--- src/rtl/sct_pkg.sv ---
`timescale 1ns/1ps
package sct_pkg;

   typedef enum logic [2:0] {
      ST_IDLE,
      ST_SETUP,
      ST_LEAD,
      ST_TRAIL,
      ST_HOLD,
      ST_GAP
   } sct_state_e;

   typedef enum logic [1:0] {
      EDGE_NONE,
      EDGE_LEAD,
      EDGE_TRAIL
   } sct_edge_e;

endpackage

--- src/rtl/sct_phase_timer.sv ---
`timescale 1ns/1ps
// Down counter for one phase; expired marks the final cycle of the phase.
module sct_phase_timer #(
   parameter int W = 8
) (
   input  logic         clk,
   input  logic         rst_n,
   input  logic         load,
   input  logic [W-1:0] load_val,
   output logic         expired
);
   logic [W-1:0] cnt_q;

   always_ff @(posedge clk or negedge rst_n) begin
      if (!rst_n)
         cnt_q <= '0;
      else if (load)
         cnt_q <= load_val;
      else if (cnt_q != '0)
         cnt_q <= cnt_q - 1'b1;
   end

   assign expired = (cnt_q == '0);
endmodule

--- src/rtl/sct_bit_tracker.sv ---
`timescale 1ns/1ps
// Counts bits still to be clocked; last is high during the final bit.
module sct_bit_tracker #(
   parameter int W = 10
) (
   input  logic         clk,
   input  logic         rst_n,
   input  logic         load,
   input  logic [W-1:0] load_val,
   input  logic         step,
   output logic         last
);
   logic [W-1:0] left_q;

   always_ff @(posedge clk or negedge rst_n) begin
      if (!rst_n)
         left_q <= '0;
      else if (load)
         left_q <= load_val;
      else if (step && left_q != '0)
         left_q <= left_q - 1'b1;
   end

   assign last = (left_q == '0);
endmodule

--- src/rtl/sct_edge_strobes.sv ---
`timescale 1ns/1ps
// Maps a serial clock edge to shift and sample requests by phase mode.
module sct_edge_strobes
   import sct_pkg::*;
(
   input  sct_edge_e edge_kind,
   input  logic      cpha,
   input  logic      last_bit,
   output logic      shift_stb,
   output logic      sample_stb
);
   logic on_lead, on_trail;

   assign on_lead  = (edge_kind == EDGE_LEAD);
   assign on_trail = (edge_kind == EDGE_TRAIL);

   always_comb begin
      if (cpha) begin
         shift_stb  = on_lead;
         sample_stb = on_trail;
      end else begin
         shift_stb  = on_trail && !last_bit;
         sample_stb = on_lead;
      end
   end
endmodule

--- src/rtl/sclk_csel_sequencer.sv ---
`timescale 1ns/1ps
module sclk_csel_sequencer
   import sct_pkg::*;
#(
   parameter int FIELD_W  = 8,
   parameter int BITCNT_W = 10
) (
   input  logic                  clk,
   input  logic                  rst_n,
   input  logic [4*FIELD_W-1:0]  timing_word,
   input  logic [FIELD_W-1:0]    gap_len,
   input  logic                  cpol,
   input  logic                  cpha,
   input  logic                  start,
   input  logic [BITCNT_W-1:0]   bit_count_m1,
   input  logic                  keep_sel,
   output logic                  sck,
   output logic                  cs_n,
   output logic                  shift_stb,
   output logic                  sample_stb,
   output logic                  done
);
   localparam int HI_LSB    = 0;
   localparam int LO_LSB    = FIELD_W;
   localparam int HOLD_LSB  = 2 * FIELD_W;
   localparam int SETUP_LSB = 3 * FIELD_W;

   if (FIELD_W < 1 || FIELD_W > 16) begin : g_bad_field_w
      $error("FIELD_W must lie in 1..16");
   end
   if (BITCNT_W < 1 || BITCNT_W > 16) begin : g_bad_bitcnt_w
      $error("BITCNT_W must lie in 1..16");
   end

   sct_state_e           state_q, state_d;
   sct_edge_e            edge_q, edge_d;
   logic [FIELD_W-1:0]   hi_q, lo_q, hold_q, gap_q;
   logic                 cpol_q, cpha_q;
   logic                 sel_q, sel_d;
   logic                 done_q, done_d;

   logic                 ph_load;
   logic [FIELD_W-1:0]   ph_val;
   logic                 ph_expired;
   logic                 bit_load, bit_step, bit_last;
   logic [FIELD_W-1:0]   lead_len, trail_len;
   logic                 take_start;

   assign take_start = (state_q == ST_IDLE) && start;
   assign lead_len   = cpol_q ? lo_q : hi_q;
   assign trail_len  = cpol_q ? hi_q : lo_q;

   sct_phase_timer #(.W(FIELD_W)) u_phase (
      .clk      (clk),
      .rst_n    (rst_n),
      .load     (ph_load),
      .load_val (ph_val),
      .expired  (ph_expired)
   );

   sct_bit_tracker #(.W(BITCNT_W)) u_bits (
      .clk      (clk),
      .rst_n    (rst_n),
      .load     (bit_load),
      .load_val (bit_count_m1),
      .step     (bit_step),
      .last     (bit_last)
   );

   sct_edge_strobes u_strobe (
      .edge_kind  (edge_q),
      .cpha       (cpha_q),
      .last_bit   (bit_last),
      .shift_stb  (shift_stb),
      .sample_stb (sample_stb)
   );

   always_comb begin
      state_d  = state_q;
      edge_d   = EDGE_NONE;
      sel_d    = sel_q;
      done_d   = 1'b0;
      ph_load  = 1'b0;
      ph_val   = '0;
      bit_load = 1'b0;
      bit_step = 1'b0;
      unique case (state_q)
         ST_IDLE: begin
            if (start) begin
               state_d  = ST_SETUP;
               ph_load  = 1'b1;
               ph_val   = timing_word[SETUP_LSB +: FIELD_W];
               bit_load = 1'b1;
               sel_d    = 1'b1;
            end
         end
         ST_SETUP: begin
            if (ph_expired) begin
               state_d = ST_LEAD;
               ph_load = 1'b1;
               ph_val  = lead_len;
               edge_d  = EDGE_LEAD;
            end
         end
         ST_LEAD: begin
            if (ph_expired) begin
               state_d = ST_TRAIL;
               ph_load = 1'b1;
               ph_val  = trail_len;
               edge_d  = EDGE_TRAIL;
            end
         end
         ST_TRAIL: begin
            if (ph_expired) begin
               if (!bit_last) begin
                  state_d  = ST_LEAD;
                  ph_load  = 1'b1;
                  ph_val   = lead_len;
                  edge_d   = EDGE_LEAD;
                  bit_step = 1'b1;
               end else if (keep_sel) begin
                  state_d = ST_IDLE;
                  done_d  = 1'b1;
               end else begin
                  state_d = ST_HOLD;
                  ph_load = 1'b1;
                  ph_val  = hold_q;
               end
            end
         end
         ST_HOLD: begin
            if (ph_expired) begin
               state_d = ST_GAP;
               ph_load = 1'b1;
               ph_val  = gap_q;
               sel_d   = 1'b0;
            end
         end
         ST_GAP: begin
            if (ph_expired) begin
               state_d = ST_IDLE;
               done_d  = 1'b1;
            end
         end
         default: state_d = ST_IDLE;
      endcase
   end

   always_ff @(posedge clk or negedge rst_n) begin
      if (!rst_n) begin
         state_q <= ST_IDLE;
         edge_q  <= EDGE_NONE;
         sel_q   <= 1'b0;
         done_q  <= 1'b0;
      end else begin
         state_q <= state_d;
         edge_q  <= edge_d;
         sel_q   <= sel_d;
         done_q  <= done_d;
      end
   end

   always_ff @(posedge clk or negedge rst_n) begin
      if (!rst_n) begin
         hi_q   <= '0;
         lo_q   <= '0;
         hold_q <= '0;
         gap_q  <= '0;
         cpol_q <= 1'b0;
         cpha_q <= 1'b0;
      end else if (take_start) begin
         hi_q   <= timing_word[HI_LSB   +: FIELD_W];
         lo_q   <= timing_word[LO_LSB   +: FIELD_W];
         hold_q <= timing_word[HOLD_LSB +: FIELD_W];
         gap_q  <= gap_len;
         cpol_q <= cpol;
         cpha_q <= cpha;
      end
   end

   always_comb begin
      unique case (state_q)
         ST_IDLE: sck = cpol;
         ST_LEAD: sck = ~cpol_q;
         default: sck = cpol_q;
      endcase
   end

   assign cs_n = ~sel_q;
   assign done = done_q;
endmodule

--- config.mk ---
export PLATFORM = sky130hd
export DESIGN_NAME = sclk_csel_sequencer
export DESIGN_NICKNAME = d
export VERILOG_FILES = /design/src/rtl/sct_pkg.sv /design/src/rtl/sct_phase_timer.sv /design/src/rtl/sct_bit_tracker.sv /design/src/rtl/sct_edge_strobes.sv /design/src/rtl/sclk_csel_sequencer.sv
export SDC_FILE = /design/constraint.sdc
export NUM_CORES = 1
export LEC_CHECK = 0
export BUFFER_PORTS_ARGS = -buffer_cell sky130_fd_sc_hd__buf_2
export CORE_ASPECT_RATIO = 1.75
export CORE_UTILIZATION = 35
export CTS_CLUSTER_SIZE = 12
export DETAILED_ROUTE_END_ITERATION = 6
export SLEW_MARGIN = 20
export SYNTH_ARGS = -nofsm -noshare
export SYNTH_HDL_FRONTEND = slang
export SYNTH_SLANG_ARGS = --single-unit
--- constraint.sdc ---
create_clock -name clk -period 3.2 [get_ports clk]
set_input_delay 0.64 -clock clk [delete_from_list [all_inputs] [get_ports clk]]
set_output_delay 0.64 -clock clk [all_outputs]
set_load 0.01 [all_outputs]
### Word-level counts from Yosys, hierarchy flattened

Cells that the tools add are included.

* flip-flop bits (word level): 59
* input port bits: 56
* output and inout bits: 5
* logic and storage cells: 92

* add/subtract/negate cells: 2
* equal/unequal tests: 13
* mux-type cells: 48
* bitwise gates (word level): 2
* reductions and logical operators: 15

Operators with widths (number)
* $mux W8: 11
* $pmux W8 S5: 1
* $mux W3: 8
* $mux W10: 2
* $mux W1: 19
* $pmux W3 S6: 1
* $ne A2 B2 Y1 const B: 6
* $logic_not A10 Y1: 1
* $reduce_bool A10 Y1: 1
* $sub A10 B1 Y10 const B: 1
* $logic_not A8 Y1: 1
* $reduce_bool A8 Y1: 1
* $sub A8 B1 Y8 const B: 1
* $eq A3 B2 Y1 const B: 2
* $eq A3 B3 Y1 const B: 2
* $pmux W1 S2: 3
* $pmux W2 S3: 1
* $reduce_and A6 Y1: 1
* $reduce_bool A2 Y1: 3
* $eq A3 B1 Y1 const B: 1
* $logic_and A1 B1 Y1: 3
* $logic_not A3 Y1: 1
* $pmux W1 S3: 1
* $reduce_and A3 Y1: 1
* other kinds (6): 7

### Longest topological paths before layout

Gate-level depths: netlist of the first run.

* depth in word-level cells: 7
* gate-level depth with buffers: 8
* gate-level depth less buffers: 7

### Cells and area by module

From an unflattened synthesis of the first run, not the netlist that was laid out.

* cells, all modules: 292
* area, all modules: 3269.4 um^2

Modules (own cells, without submodules)
* sclk_csel_sequencer: instances 1, cells an instance 163, area each 2117.0 um^2, seq. area each 1026.0 um^2
* sct_bit_tracker: instances 1, cells an instance 67, area each 621.8 um^2, seq. area each 250.2 um^2
* sct_phase_timer: instances 1, cells an instance 56, area each 494.2 um^2, seq. area each 200.2 um^2
* sct_edge_strobes: instances 1, cells an instance 6, area each 36.3 um^2, seq. area each 0.0 um^2

### Least setup slack after synthesis of the first run

Ideal clock, no wire load.

* path type: reg2reg
* from: register u_phase.cnt_q[0]
* to: register u_phase.cnt_q[0]
* arrival time: 2195 ps
* required time: 3112 ps
* slack: 917 ps
* cell stages (with the launch flop): 8
* period minus slack after synthesis: 2283 ps
* path through: dfrtp_1 inv_1 ha_1 nor3b_1 nand3_1 a211o_1 or2_2 a41oi_1

* longest elaborated chain between the ends: 4
* elaborated cells on any way between the ends: 14
* classes of those cells: add/sub: 1; mux: 10; reduce/logical: 3

Ends and longest elaborated chain
* from (decl): RTL line sct_phase_timer.sv:12 `logic [W-1:0] cnt_q;`
* from (signal assigned): RTL line sct_phase_timer.sv:18 `cnt_q <= load_val;`
* from (signal assigned): RTL line sct_phase_timer.sv:20 `cnt_q <= cnt_q - 1'b1;`
* parallel branches: the longest is 4 deep, another holds $sub A8 B1 Y8

Parallel ways; which one is timed is not known. The select of a mux whose other input is x is not followed.
A chain may end at the register's enable or synchronous reset.

### Worst setup path in the final report of the first run

* from: register u_phase.cnt_q[0]
* to: register u_phase.cnt_q[1]

Same word-level chain as after synthesis.

==> flow_metrics.py, run 1 <==
metrics = {
    "sta": {
        "fin_crit_ns": 2.696,
        "hold_violations": 0,
        "maxSlewViolCount": 0,
        "grt_setup_unrepaired": "no",
        "final.setup.tns_ns": 0,
        "max_freq_mhz": 370.9,
        "fin_hold_ws_ns": 0.3313,
        "worst_slew_pin_slew_ns": 0.6478,
        "relSlewSlack": 0.5672,
        "finalCritPeriodShare": 0.8426,
        "finClkSkew_ns": 0.007521,
        "setup_viol": 0,
    },
    "setup_path": {
        "path_max_fanout": 7,
        "r2r_slack_ns": 0.50,
        "cp-start-kind": "register",
        "path_class": "reg2reg",
        "end_kind": "register",
        "critPathArrivalTime_ns": 2.91,
        "crit_required_ns": 3.41,
    },
    "drt": {
        "detail_route.iter0.violations": 235,
        "wl_um": 8394,
        "wl_per_cell_um": 14.96,
        "drtPass1Iterations": 4,
        "num_vias": 2788,
        "ant_nets": 0,
        "viasPerCell": 4.970,
        "drc": 0,
    },
    "synthesis": {
        "ys_seq_elements": 59,
        "ys_seq_area_frac": 0.4545,
        "netlist.area_leader.share": 0.4545,
        "syn_area_mm2": 0.003248,
        "yosys_warnings": 0,
        "yosysTopAreaCell": "dfrtp_1",
        "netlist_instances": 375,
        "synth_area_leaders": "dfrtp_1, nand2_1, mux2i_1",
        "avgSynthCellArea_um2": 8.662,
        "synth_edf_count": 0,
        "ys_types": 57,
        "synthArstFlopShare": 1.000,
        "ys.flop_type": "dfrtp_1",
        "synth_nets": 435,
    },
    "floorplan": {
        "die_w_um": 74.82,
        "ios": 61,
        "dieArea_mm2": 0.009685,
        "start_util": 0.3595,
        "core_mm2": 0.009036,
        "dieHeight_um": 129.4,
        "num_rows": 46,
    },
    "pwr": {
        "peakVddDrop_mv": 0.2690,
        "power_density_mw_per_mm2": 487.3,
        "power_mw": 1.961,
        "p_leak_nw": 1.882,
    },
    "place": {
        "port_buffers": 60,
        "gp_congestion": 0.9718,
        "hpwlAfterDp_um": 6320,
    },
    "clock_tree": {
        "cts_tree": "done",
        "numCtsBuffers": 9,
        "cts_buffer_depth": 2,
        "cts-hold-fix-buffers": 0,
        "postCtsSetupRepairBufs": 0,
        "clk_latency_ns": 0.33,
        "cts_resized": 0,
        "cts-htree-levels": 3,
        "clock_sinks": 59,
        "cts_root_buffer": "clkbuf_16",
        "clkTransAtPathRegs_ns": 0.05,
    },
    "final_layout": {
        "syn2layout_area_growth_pct": 23.92,
        "drive_above_1_share": 0.2177,
        "finalNetCount": 496,
        "antenna_cells": 0,
        "finish.utilization": 0.4454,
    },
    "grt": {
        "track_usage": 0.1944,
        "first_global_vias": 2837,
        "grt_max_degree": 45,
        "antenna_found_initial": 0,
        "grt_pass1_wl_um": 13720,
        "grt_overflow": 0,
    },
    "worst_hold_path": {
        "hold_path.class": "in2async",
    },
    "flow_run": {
        "cap_violations": 0,
    },
    "status": {
        "status": "finished, final reports clean",
    },
}
-- critical path: stages, from the launching register on --
cell and delay [ns]:
dfrtp_1 0.42, inv_1 0.10, ha_1 0.18, nor3b_1 0.56
nand3_1 0.23, o211ai_1 0.55, o21ai_0 0.21, o32a_1 0.32
-- metrics by stage --
stage | setup WS (ns) | instance area, um2 | std cells
floorplan | 0.9168 | 3248 | 375
global placement | 0.6462 | 3697 | 545
detailed placement | 0.5511 | 3697 | 545
CTS | 0.4969 | 4025 | 561
global route | 0.2840 | 4025 | 561
finish | 0.5038 | 4025 | 561
-- cell type report --
| type | instances | area (um2) |
|---|---|---|
| Sequential cell | 59 | 1476 |
| Fill cell | 923 | 5011 |
| Clock buffer | 10 | 239.0 |
| Inverter | 10 | 37.54 |
| Multi-Input combinational cell | 288 | 1673 |
| Timing Repair Buffer | 68 | 360.3 |
| Tap cell | 120 | 150.1 |
| Clock inverter | 6 | 88.84 |
-- where the power goes --
group	switching (mW)	internal [mW]
clock network	0.345	0.701
registers	0.0230	0.777
logic	0.0579	0.0571
total	0.426	1.54
-- registers in the layout, summed over array words and instances (netlist names) --
register and cells:
gap_q 8, hi_q 8, sel_q 1, u_bits.left_q 10
cpha_q 1, u_phase.cnt_q 8, cpol_q 1, done 1
hold_q 8, lo_q 8, edge_q 2, state_q 3
-- layout by cell type, fill, tap and decap left out, drive strengths merged, types with 2 or more instances in the layout --
cell type,count
clkinvlp,2
nand4,2
nor2,23
a41oi,3
nand3,4
bufinv,2
xnor2,11
o211ai,2
o32a,2
nor4b,3
a31oi,3
nor2b,4
nor3,3
a21o,2
a211oi,2
o21ai,16
a21oi,11
mux2i,16
o21a,4
xor2,3
clkinv,2
inv,10
or4,4
nand2,124
nand2b,3
o22ai,2
mux2,2
buf,68
dfrtp,59
a221oi,3
nor4,7
nor3b,3
or3,2
ha,4
clkbuf,10
or2,2
-- cell usage after synthesis (3+ instances only) --
| library cell | n |
|---|---|
| nand2_1 | 124 |
| dfrtp_1 | 59 |
| nor2_1 | 23 |
| mux2i_1 | 16 |
| o21ai_0 | 16 |
| clkbuf_1 | 14 |
| a21oi_1 | 11 |
| xnor2_1 | 11 |
| inv_1 | 10 |
| nor4_1 | 5 |
| ha_1 | 4 |
| nand3_1 | 4 |
| nor2b_1 | 4 |
| o21a_1 | 4 |
| a221oi_1 | 3 |
| a31oi_1 | 3 |
| a41oi_1 | 3 |
| nand2b_1 | 3 |
| nor3b_1 | 3 |
| or4_1 | 3 |
| xor2_1 | 3 |
-- metal layers --
| layer | up-vias | global-route usage | part of all wire |
|---|---|---|---|
| li1 | 1408 | - | - |
| met1 | 1287 | 0.2044 | 0.39 |
| met2 | 77 | 0.3461 | 0.54 |
| met3 | 16 | 0.04121 | 0.035 |
| met4 | 0 | 0.1121 | 0.036 |
| met5 | - | 0 | 0 |
-- cell families (layout without fill, tap and decap cells) --
family	count (synthesis)	after routing	synth area share
AO/OA/AOI/OAI	60	60	0.1229
multiplexers	18	18	0.05624
XOR/XNOR	14	14	0.03775
adder cells (fa/ha/maj)	4	4	0.01541
buffers and inverters	28	94	0.03313
flip-flops	59	59	0.4545
AND/OR/NAND/NOR	192	192	0.2800
-- worst paths after layout --
check,endpoint,depth (start not counted),from
hold / removal,u_bits.left_q[3],1,rst_n
hold reg to reg,hold_q[4],2,hold_q[4]
max in group asynchronous,u_phase.cnt_q[6],2,rst_n
setup / recovery,u_phase.cnt_q[1],7,u_phase.cnt_q[0]
setup reg to reg,u_phase.cnt_q[1],7,u_phase.cnt_q[0]
min in group clk,hold_q[4],2,hold_q[4]
Note: power is estimated with default switching activity, not from simulation.
==> run 2: changes to the inputs <==
--- a/config.mk
+++ b/config.mk
@@ -5,6 +5,7 @@
 export SDC_FILE = /design/constraint.sdc
 export NUM_CORES = 1
 export LEC_CHECK = 0
+export ABC_AREA = 1
 export BUFFER_PORTS_ARGS = -buffer_cell sky130_fd_sc_hd__buf_2
 export CORE_ASPECT_RATIO = 1.75
 export CORE_UTILIZATION = 35
==> constraint.sdc (replaced) <==
create_clock -name clk -period 2.27 [get_ports clk]
set_input_delay 0.454 -clock clk [delete_from_list [all_inputs] [get_ports clk]]
set_output_delay 0.454 -clock clk [all_outputs]
set_load 0.01 [all_outputs]
==> run 2 against run 1 <==
  * Sequential share of layout area fell by 1.4 points
  * Die area up 6.1%
  * Cell count up 17%
  * Largest power group unchanged
  * Highest routed layer unchanged
==> flow_metrics.py, run 2 <==
metrics = {
    "drt": {
        "wl_um": 9287,
        "drtPass1Iterations": 4,
        "wl_per_cell_um": 14.09,
        "viasPerCell": 4.935,
        "detail_route.iter0.violations": 134,
        "drc": 0,
        "ant_nets": 0,
        "num_vias": 3252,
    },
    "floorplan": {
        "core_mm2": 0.009527,
        "start_util": 0.3624,
        "dieArea_mm2": 0.01028,
        "die_w_um": 77.08,
        "dieHeight_um": 133.4,
        "ios": 61,
        "num_rows": 47,
    },
    "worst_hold_path": {
        "hold_path.class": "in2async",
    },
    "place": {
        "port_buffers": 60,
        "hpwlAfterDp_um": 7110,
        "gp_congestion": 0.9389,
    },
    "final_layout": {
        "top_register": "u_bits.left_q",
        "multiInputGateArea_mm2": 0.001707,
        "largest_reg_flops": 10,
        "layout_commonest_cell": "nand2_1",
        "n_fill_cell": 1053,
        "syn2layout_area_growth_pct": 21.13,
        "finish.utilization": 0.4389,
        "regArea_mm2": 0.001476,
        "finalNetCount": 592,
        "antenna_cells": 0,
        "drive_above_1_share": 0.2030,
        "layout_common_cells": "nand2_1, buf_2, dfrtp_1",
    },
    "setup_path": {
        "end_kind": "output port",
        "path_class": "reg2out",
        "path_max_fanout": 4,
        "slowest_stage": "dfrtp_1",
        "path_cells": "inv_2, ha_1, nand3_1, nor2_2, nand2_2, nand4_1, o21ai_0, buf_2",
        "max_stage_delay_ns": 0.39,
        "cp-start-kind": "register",
        "crit_required_ns": 1.82,
        "critPathArrivalTime_ns": 1.67,
    },
    "synthesis": {
        "yosys_warnings": 0,
        "synth_most_common_cell": "nand2_1",
        "synth_edf_count": 0,
        "ys_types": 36,
        "synth_common_cells": "nand2_1, dfrtp_1, nand3_1",
        "synth_area_leaders": "dfrtp_1, nand2_1, nand3_1",
        "ys.flop_type": "dfrtp_1",
        "syn_area_mm2": 0.003452,
        "avgSynthCellArea_um2": 7.298,
        "synth_nets": 533,
        "ys_seq_area_frac": 0.4277,
        "netlist.area_leader.share": 0.4277,
        "ys_seq_elements": 59,
        "netlist_instances": 473,
        "yosysTopAreaCell": "dfrtp_1",
        "synthArstFlopShare": 1.000,
    },
    "sta": {
        "maxSlewViolCount": 0,
        "worst_slew_pin_slew_ns": 0.5824,
        "grt_setup_unrepaired": "no",
        "hold_violations": 0,
        "setup_viol": 0,
        "final.setup.tns_ns": 0,
        "fin_hold_ws_ns": 0.1210,
        "finClkSkew_ns": 0.005894,
        "finalCritPeriodShare": 0.9372,
        "relSlewSlack": 0.6117,
        "max_freq_mhz": 470.0,
        "fin_crit_ns": 2.128,
    },
    "clock_tree": {
        "numCtsBuffers": 9,
        "cts_buffer_depth": 2,
        "clock_sinks": 59,
        "clkTransAtPathRegs_ns": 0.05,
        "cts_root_buffer": "clkbuf_16",
        "clk_latency_ns": 0.33,
        "cts-htree-levels": 3,
        "cts_tree": "done",
        "cts-hold-fix-buffers": 0,
    },
    "grt": {
        "grt_overflow": 0,
        "grt_max_degree": 60,
        "grt_pass1_wl_um": 15080,
        "track_usage": 0.1960,
        "antenna_found_initial": 0,
        "first_global_vias": 3171,
    },
    "flow_run": {
        "cap_violations": 0,
    },
    "pwr": {
        "seqPwrFrac": 0.431,
        "p_int_mw": 2.024,
        "power_density_mw_per_mm2": 623.9,
        "combPwrFrac": 0.066,
        "clockPowerShare": 0.503,
        "switching_power_mw": 0.5845,
        "peakVddDrop_mv": 0.3675,
        "p_leak_nw": 2.028,
        "power.share.switching": 0.2241,
    },
    "status": {
        "status": "finished, final reports clean",
    },
}
[run 2: worst paths after layout]
check | from | endpoint | slack, ns | depth (start not counted)
setup reg to reg | u_phase.cnt_q[0] | u_phase.cnt_q[7] | 0.27 | 11
min in group clk | timing_word[6] | hi_q[6] | 0.32 | 3
setup / recovery | u_bits.left_q[0] | shift_stb | 0.14 | 8
hold reg to reg | gap_q[2] | gap_q[2] | 0.47 | 2
max in group asynchronous | rst_n | gap_q[2] | 1.54 | 2
hold / removal | rst_n | hi_q[7] | 0.12 | 1
[run 2: stage by stage]
step	instances	setup WS, ns	instance area, um2	total power [mW]
global placement	642	0.2320	3876	1.310
finish	659	0.1425	4182	2.609
detailed placement	642	0.2773	3876	1.316
CTS	658	0.02345	4169	2.648
floorplan	473	0.5712	3452	1.213
global route	659	0.03050	4182	2.724
[run 2: cell families (layout without fill, tap and decap cells)]
family | count (synthesis) | count (layout) | share of synthesized area
AOI/OAI and AO/OA | 63 | 63 | 0.1058
xor gates and xnor gates | 7 | 7 | 0.01776
adders and majority gates | 4 | 4 | 0.01450
buffers and inverters | 66 | 130 | 0.07938
DFF | 59 | 59 | 0.4277
muxes | 1 | 1 | 0.002900
and+or+nand+nor | 273 | 273 | 0.3519
[run 2: power groups by stage]
stage	logic, mW	clock network [mW]	registers (mW)
after floorplan	0.0805	0	1.13
after global placement	0.172	0	1.14
after detailed placement	0.176	0	1.14
after CTS	0.176	1.35	1.12
after global routing	0.201	1.39	1.13
final	0.173	1.31	1.12
[run 2: timing repair]
| item | CTS | global route |
|---|---|---|
| setup endpoints to repair | 0 | 1 |
| resized for setup | 0 | 3 |
| setup buffers | 0 | 1 |
[run 2: cell type report]
class                   count  share of cell area
clock buffers              15             0.06882
well taps                 122             0.03650
multi-input cells         348              0.4081
repair buffers             66             0.08857
inverters                  48             0.04369
flip-flops and latches     59              0.3531
clock inverters             1            0.001197
[run 2: layer usage]
metal	vias up	track usage	part of all wire
li1	1647	-	-
met1	1509	0.1845	0.37
met2	74	0.3735	0.56
met3	22	0.04384	0.035
met4	0	0.1226	0.040
met5	-	0	0
[run 2: critical path: cells and delay by family, from the launching register on]
kind | cells | cell delay (ns)
buffers and inverters | 2 | 0.23
AO/OA/AOI/OAI | 1 | 0.07
flip-flops | 1 | 0.39
AND/OR/NAND/NOR | 4 | 0.46
adder cells (fa/ha/maj) | 1 | 0.19
==> run 3: changes to the inputs <==
--- a/config.mk
+++ b/config.mk
@@ -7,10 +7,10 @@
 export LEC_CHECK = 0
 export ABC_AREA = 1
 export BUFFER_PORTS_ARGS = -buffer_cell sky130_fd_sc_hd__buf_2
-export CORE_ASPECT_RATIO = 1.75
 export CORE_UTILIZATION = 35
 export CTS_CLUSTER_SIZE = 12
 export DETAILED_ROUTE_END_ITERATION = 6
+export SKIP_CTS_REPAIR_TIMING = 1
 export SLEW_MARGIN = 20
 export SYNTH_ARGS = -nofsm -noshare
 export SYNTH_HDL_FRONTEND = slang
==> run 3 against run 2 <==
  * Core utilization down 0.22 points
  * Clock power down 24%
  * Largest power group is now registers
  * Critical endpoint unchanged
  * Total power down 12%
  * Sequential power about the same
  * Register-to-register slack gained 0.07 ns
  * Critical path type unchanged
  * Design area down 1.7%
  * Largest cell class unchanged
  * Highest routed layer unchanged
==> flow_metrics.py, run 3 (synthesis gave the netlist of run 2 again) <==
metrics = {
    "status": {
        "status": "finished, final reports clean",
    },
    "setup_path": {
        "crit_required_ns": 1.82,
        "path_cells": "inv_2, ha_1, nand3_1, nor2_4, nand2_4, nand4_1, o21ai_0, buf_2",
        "path_class": "reg2out",
        "regToRegEndpoint": "u_phase.cnt_q[0]",
        "r2r_slack_ns": 0.34,
        "startpoint": "u_bits.left_q[0]",
        "path_depth": 8,
        "max_stage_delay_ns": 0.42,
        "crit_end": "shift_stb",
        "cp-start-kind": "register",
        "critPathArrivalTime_ns": 1.66,
        "slowest_stage": "dfrtp_1",
        "path_max_fanout": 6,
        "end_kind": "output port",
        "worstRegToRegCells": 11,
        "critical_path_buf_inv_count": 2,
        "r2r_start": "u_phase.cnt_q[0]",
        "crit_family": "simple AND/OR/NAND/NOR gates",
    },
    "grt": {
        "grt_pass1_wl_um": 15070,
        "grt_max_degree": 36,
        "grt_overflow": 0,
        "track_usage": 0.1931,
        "antenna_found_initial": 0,
        "first_global_vias": 3223,
    },
    "sta": {
        "finClkSkew_ns": 0.006696,
        "hold_violations": 0,
        "worst_slew_pin_slew_ns": 0.5622,
        "max_freq_mhz": 472.4,
        "relSlewSlack": 0.6252,
        "grt_setup_unrepaired": "no",
        "finalCritPeriodShare": 0.9325,
        "maxSlewViolCount": 0,
        "fin_crit_ns": 2.117,
        "setup_viol": 0,
    },
    "pwr": {
        "p_leak_nw": 2.001,
        "peakVddDrop_mv": 0.2945,
        "seqPwrFrac": 0.490,
        "combPwrFrac": 0.076,
        "switching_power_mw": 0.5617,
        "clockPowerShare": 0.435,
        "power.share.switching": 0.2455,
        "power_density_mw_per_mm2": 556.4,
        "p_int_mw": 1.726,
    },
    "flow_run": {
        "cap_violations": 0,
    },
    "final_layout": {
        "regArea_mm2": 0.001476,
        "finish.utilization": 0.4367,
        "finalNetCount": 594,
        "layout_commonest_cell": "nand2_1",
        "layout_common_cells": "nand2_1, buf_2, dfrtp_1",
        "multiInputGateArea_mm2": 0.001717,
        "largest_reg_flops": 10,
        "drive_above_1_share": 0.2082,
        "fin_area_mm2": 0.004111,
        "top_register": "u_bits.left_q",
        "n_fill_cell": 996,
        "antenna_cells": 0,
        "syn2layout_area_growth_pct": 19.10,
    },
    "drt": {
        "drtPass1Iterations": 5,
        "wl_met2_um": 4112,
        "detail_route.iter0.violations": 229,
        "drt-met1-wl_um": 4178,
        "wl_per_cell_um": 13.04,
        "drc": 0,
        "top_layer_used": "met4",
        "dr_wl_met3_um": 269,
        "wl_um": 8701,
        "ant_nets": 0,
        "viasPerCell": 4.739,
        "num_vias": 3161,
    },
    "floorplan": {
        "core_mm2": 0.009415,
        "dieHeight_um": 101.3,
        "ios": 61,
        "dieArea_mm2": 0.01026,
        "die_w_um": 101.3,
        "num_rows": 35,
        "start_util": 0.3666,
    },
    "clock_tree": {
        "cts_root_buffer": "clkbuf_8",
        "clkTransAtPathRegs_ns": 0.07,
        "numCtsBuffers": 9,
        "clock_sinks": 59,
        "cts-htree-levels": 3,
        "cts_tree": "done",
        "cts_buffer_depth": 2,
        "clk_latency_ns": 0.34,
    },
    "place": {
        "gp_congestion": 0.8253,
        "place_area_mm2": 0.003895,
        "hpwlAfterDp_um": 6504,
        "port_buffers": 60,
    },
    "worst_hold_path": {
        "hold_path.class": "in2async",
    },
}
-- run 3: per-stage QoR --
stage | power [mW] | setup WS [ns] | cells | TNS (ns) | hold slack (ns)
final | 2.288 | 0.1532 | 667 | 0 | 0.1051
after global routing | 2.401 | 0.03043 | 667 | 0 | 0.1169
after CTS | 2.317 | -0.06177 | 667 | -0.06177 | 0.1112
after detailed placement | 1.315 | 0.3293 | 652 | 0 | 0.4632
after global placement | 1.310 | 0.3575 | 652 | 0 | 0.4597
after floorplan | 1.213 | 0.5712 | 473 | 0 | 0.1584
-- run 3: cell type report --
cell class | instances | share of cell area
Sequential cell | 59 | 0.3591
Tap cell | 129 | 0.03926
Clock buffer | 11 | 0.03682
Multi-Input combinational cell | 348 | 0.4175
Inverter | 48 | 0.04443
Clock inverter | 4 | 0.01217
Timing Repair Buffer | 68 | 0.09069
-- run 3: how the worst min path moves through the flow --
stage                 to  slack [ns]  cells past startpoint
6_report         hi_q[7]        0.11                      1
5_1_grt          hi_q[7]        0.12                      1
4_1_cts           cpha_q        0.11                      1
3_5_place_dp    gap_q[4]        0.46                      2
3_3_place_gp   hold_q[0]        0.46                      2
2_1_floorplan     cpha_q        0.16                      0
-- run 3: power by group through the flow --
stage	registers, mW	logic (mW)	clock network [mW]
6_report	1.12	0.173	0.994
5_1_grt	1.13	0.202	1.07
4_1_cts	1.12	0.176	1.02
3_5_place_dp	1.14	0.175	0
3_3_place_gp	1.14	0.171	0
2_1_floorplan	1.13	0.0805	0
-- run 3: layer usage --
layer,vias to the layer above,global-route usage
met1,1450,0.2495
met4,0,0.06355
met3,10,0.04555
li1,1646,-
met5,-,0
met2,55,0.3187
-- run 3: worst register-to-register path, cell delays in order, from the launching register on --
cell	delay (ns)
dfrtp_1	0.38
inv_1	0.15
ha_1	0.17
nand2_1	0.10
nor2_2	0.28
nand2_1	0.08
nor2_1	0.24
nor2_4	0.09
nand2_4	0.12
inv_2	0.05
o21ai_1	0.07
nand3_1	0.07
